### src/rtl/csa_pkg.sv
package csa_pkg;

    // Which constant carry input a carry chain is built for
    typedef enum logic {
        SEED_ZERO = 1'b0,
        SEED_ONE  = 1'b1
    } seed_e;

endpackage

### src/rtl/csa_half_sum.sv
module csa_half_sum #(
    parameter int W = 32
) (
    input  logic [W-1:0] op_a,
    input  logic [W-1:0] op_b,
    output logic [W-1:0] prop,
    output logic [W-1:0] gen
);

    genvar i;
    generate
        for (i = 0; i < W; i++) begin : g_bit
            assign prop[i] = op_a[i] ^ op_b[i];
            assign gen[i]  = op_a[i] & op_b[i];
        end
    endgenerate

endmodule

### src/rtl/csa_carry_chain.sv
module csa_carry_chain
    import csa_pkg::*;
#(
    parameter int    W    = 32,
    parameter seed_e SEED = SEED_ZERO
) (
    input  logic [W-1:0] prop,
    input  logic [W-1:0] gen,
    output logic [W-1:0] carry
);

    logic bit0;

    // The fixed seed simplifies bit 0 differently for each chain
    generate
        if (SEED == SEED_ONE) begin : g_seed_one
            assign bit0 = gen[0] | prop[0];
        end else begin : g_seed_zero
            assign bit0 = gen[0];
        end
    endgenerate

    always_comb begin
        logic run;
        run      = bit0;
        carry[0] = bit0;
        for (int i = 1; i < W; i++) begin
            run      = (run & prop[i]) | gen[i];
            carry[i] = run;
        end
    end

endmodule

### src/rtl/csa_carry_merge.sv
module csa_carry_merge #(
    parameter int W = 32
) (
    input  logic [W-1:0] carry_lo,
    input  logic [W-1:0] carry_hi,
    input  logic         sel,
    output logic [W-1:0] carry
);

    // Nesting of carry_lo inside carry_hi lets one AND-OR replace a mux
    genvar i;
    generate
        for (i = 0; i < W; i++) begin : g_bit
            assign carry[i] = carry_lo[i] | (sel & carry_hi[i]);
        end
    endgenerate

endmodule

### src/rtl/csa_final_sum.sv
module csa_final_sum #(
    parameter int W = 32
) (
    input  logic [W-1:0] prop,
    input  logic [W-1:0] carry,
    input  logic         cin,
    output logic [W-1:0] sum,
    output logic         cout
);

    assign sum  = prop ^ {carry[W-2:0], cin};
    assign cout = carry[W-1];

endmodule

### src/rtl/cs_adder.sv
module cs_adder
    import csa_pkg::*;
#(
    parameter int W = 32
) (
    input  logic [W-1:0] a,
    input  logic [W-1:0] b,
    input  logic         cin,
    output logic [W-1:0] sum,
    output logic         cout
);

    logic [W-1:0] prop;
    logic [W-1:0] gen;
    logic [W-1:0] c_lo;
    logic [W-1:0] c_hi;
    logic [W-1:0] c_fin;

    csa_half_sum #(.W(W)) u_half (
        .op_a (a),
        .op_b (b),
        .prop (prop),
        .gen  (gen)
    );

    csa_carry_chain #(.W(W), .SEED(SEED_ZERO)) u_chain_lo (
        .prop  (prop),
        .gen   (gen),
        .carry (c_lo)
    );

    csa_carry_chain #(.W(W), .SEED(SEED_ONE)) u_chain_hi (
        .prop  (prop),
        .gen   (gen),
        .carry (c_hi)
    );

    csa_carry_merge #(.W(W)) u_merge (
        .carry_lo (c_lo),
        .carry_hi (c_hi),
        .sel      (cin),
        .carry    (c_fin)
    );

    csa_final_sum #(.W(W)) u_fsum (
        .prop  (prop),
        .carry (c_fin),
        .cin   (cin),
        .sum   (sum),
        .cout  (cout)
    );

endmodule

### config.mk
export PLATFORM = sky130hd
export DESIGN_NAME = cs_adder
export DESIGN_NICKNAME = d
export VERILOG_FILES = /design/src/rtl/csa_pkg.sv /design/src/rtl/csa_half_sum.sv /design/src/rtl/csa_carry_chain.sv /design/src/rtl/csa_carry_merge.sv /design/src/rtl/csa_final_sum.sv /design/src/rtl/cs_adder.sv
export SDC_FILE = /design/constraint.sdc
export NUM_CORES = 1
export LEC_CHECK = 0
export BUFFER_PORTS_ARGS = -buffer_cell sky130_fd_sc_hd__buf_2
export CORE_ASPECT_RATIO = 0.9
export CORE_MARGIN = 5
export CORE_UTILIZATION = 33
export DETAILED_ROUTE_END_ITERATION = 8
export GPL_ROUTABILITY_DRIVEN = 0
export PLACE_DENSITY = 0.67
export SLEW_MARGIN = 10
export SYNTH_ARGS = -nofsm -noshare
export SYNTH_HDL_FRONTEND = slang
export SYNTH_SLANG_ARGS = --single-unit
### constraint.sdc
create_clock -name vclk -period 3.05
set_clock_uncertainty 0.1 [all_clocks]
set_input_delay 0.61 -clock vclk [all_inputs]
set_output_delay 0.61 -clock vclk [all_outputs]
set_load 0.005 [all_outputs]
==> metrics.yaml <==
hold_viol: 0
routed.top_layer: "met4"
finalCriticalPeriod_ps: 3430
io_pins: 98
netlist_top_cells_area: "ha_1 (27%), xnor2_1 (7.9%), xor2_1 (7.3%)"
status: "finished, violations left"
antenna_found_initial: 0
coreArea_sq_um: 4520
cap_viol_max_count: 0
drt_iter0_markers: 35
critPathKind: "in -> out"
critPathRequiredTime_ps: 2340
die_h_um: 75.1
final_cell_mix: "buf_2 (87), buf_4 (54), buf_6 (21), ha_1 (19)"
cp-start-kind: "primary input"
rsz0062_at_grt: "true"
seq_cells: 0
p_per_area_nw_per_um2: 232
layout_commonest_cell: "buf_2"
post-route-drc-count: 0
seq_area_sq_um: 0
fmax_mhz: 291
final_area_sq_um: 3060
slew_headroom_pct: 74.3
netlist.area_leader.share_pct: 26.5
yosys.cell_types.count: 48
num_rows: 23
routed_via_density: 4.92
overflow: 0
whs_ps: 1500
antenna_left: 0
die_w_um: 82.4
cp_max_fo: 4
arrival_ps: 2720
wl_per_cell_um: 13.1
setup_viol: 24
utilization_pct: 67.7
critPathCaptureType: "output pin"
place_hpwl_um: 4240
drive_gt1_share_pct: 63.7
postSynthAreaPerCell_sq_um: 8.27
min_period_over_period_pct: 113
nets: 451
tightest_slew_ps: 385
synth.largest_area_cell: "ha_1"
n_clock_buffer: 0
fin_ws_ps: -382
wl_met3_um: 369
postSynthCellCount: 188
min_path_type: "in -> out"
grt_max_degree: 8
peakVddDrop_v: 0.000121
num_antenna_cells: 0
violations: "negative setup slack"
die_area_sq_um: 6190
p_leak_nw: 1.46
vias: 2026
wl_met2_um: 2850
synthToLayoutAreaGrowth_pct: 96.8
grt_pass1_vias: 2031
synth_nets: 287
fill_cells: 373
dr.pass1.iters: 4
netlist_area_sq_um: 1560
portBuffers: 98
yosysSeqAreaShare_pct: 0
grt_first_pass_wirelength_um: 8120
finalMaxSlewViolations: 0
place_area_sq_um: 2590
met1_length_um: 2140
initial_core_util_pct: 34.4
drt-total-wl_um: 5380
synth_warnings: 0
track_usage_pct: 15.7
## area by class of cell
class / count / area [sq um] / area share, %
Tap cell: 62 / 77.6 / 2.53
Multi-Input combinational cell: 181 / 1880 / 61.4
Timing Repair Buffer: 162 / 1080 / 35.2
Inverter: 7 / 26.3 / 0.859
## cell families (layout without fill, tap and decap cells)
group                      count (synthesis)  count (layout)  share of synthesized area [%]
and+or+nand+nor                           48              48                           16.7
muxes                                      1               1                          0.644
buffers and inverters                      7             169                           1.69
AOI/OAI and AO/OA                         71              71                           38.0
xor gates and xnor gates                  27              27                           15.2
adders and majority gates                 34              34                           27.8
## cells in the mapped netlist, drive strengths merged (3+ instances only)
cell type	n
a2111oi	3
a21o	7
a21oi	20
ha	33
inv	7
nand2	6
nand2b	3
nand3	3
nor2	19
nor2b	3
nor3	4
o2111ai	3
o21a	7
o21ai	14
xnor2	14
xor2	13
## path summary, 6_finish.rpt
| path | endpoint | slack (ps) | start | cells after the start |
|---|---|---|---|---|
| max | sum[31] | -380 | b[12] | 11 |
| min | sum[0] | 1500 | cin | 3 |
## through the flow
stage | worst slack (ps) | power (mW) | cells | TNS, ps
final | -382 | 0.709 | 412 | -5000
after global routing | -475 | 0.780 | 412 | -7740
after CTS | -326 | 0.654 | 409 | -4050
after detailed placement | -346 | 0.599 | 404 | -6120
after global placement | -314 | 0.589 | 404 | -5550
after floorplan | -2.47 | 0.321 | 188 | -2.47
## per-layer routing
layer / track usage (%) / up-vias
li1: - / 1040
met1: 18.7 / 922
met2: 31.7 / 62
met3: 1.56 / 2
met4: 0.369 / 0
met5: 0 / -
## critical path, stage by stage
cell and delay [ps]:
buf_6 100, ha_4 230, a21o_1 180, a2111oi_4 460
buf_4 190, a211oi_4 70, and4bb_2 270, nor3_4 150
and2_4 210, o311ai_4 100, buf_2 150
## report_power, final
part	switching [mW]	internal, mW
logic	0.316	0.393
clock network	0	0
registers	0	0
total	0.316	0.393
## timing repair
action | in CTS | in global routing
endpoints found under the setup margin | 26 | 27
hold buffers | 0 | 0
pin swaps | 27 | 29
gates resized for setup | 37 | 38
hold endpoints to repair | 0 | 0
setup buffers | 6 | 3
Power figures use the tool's default switching activity.
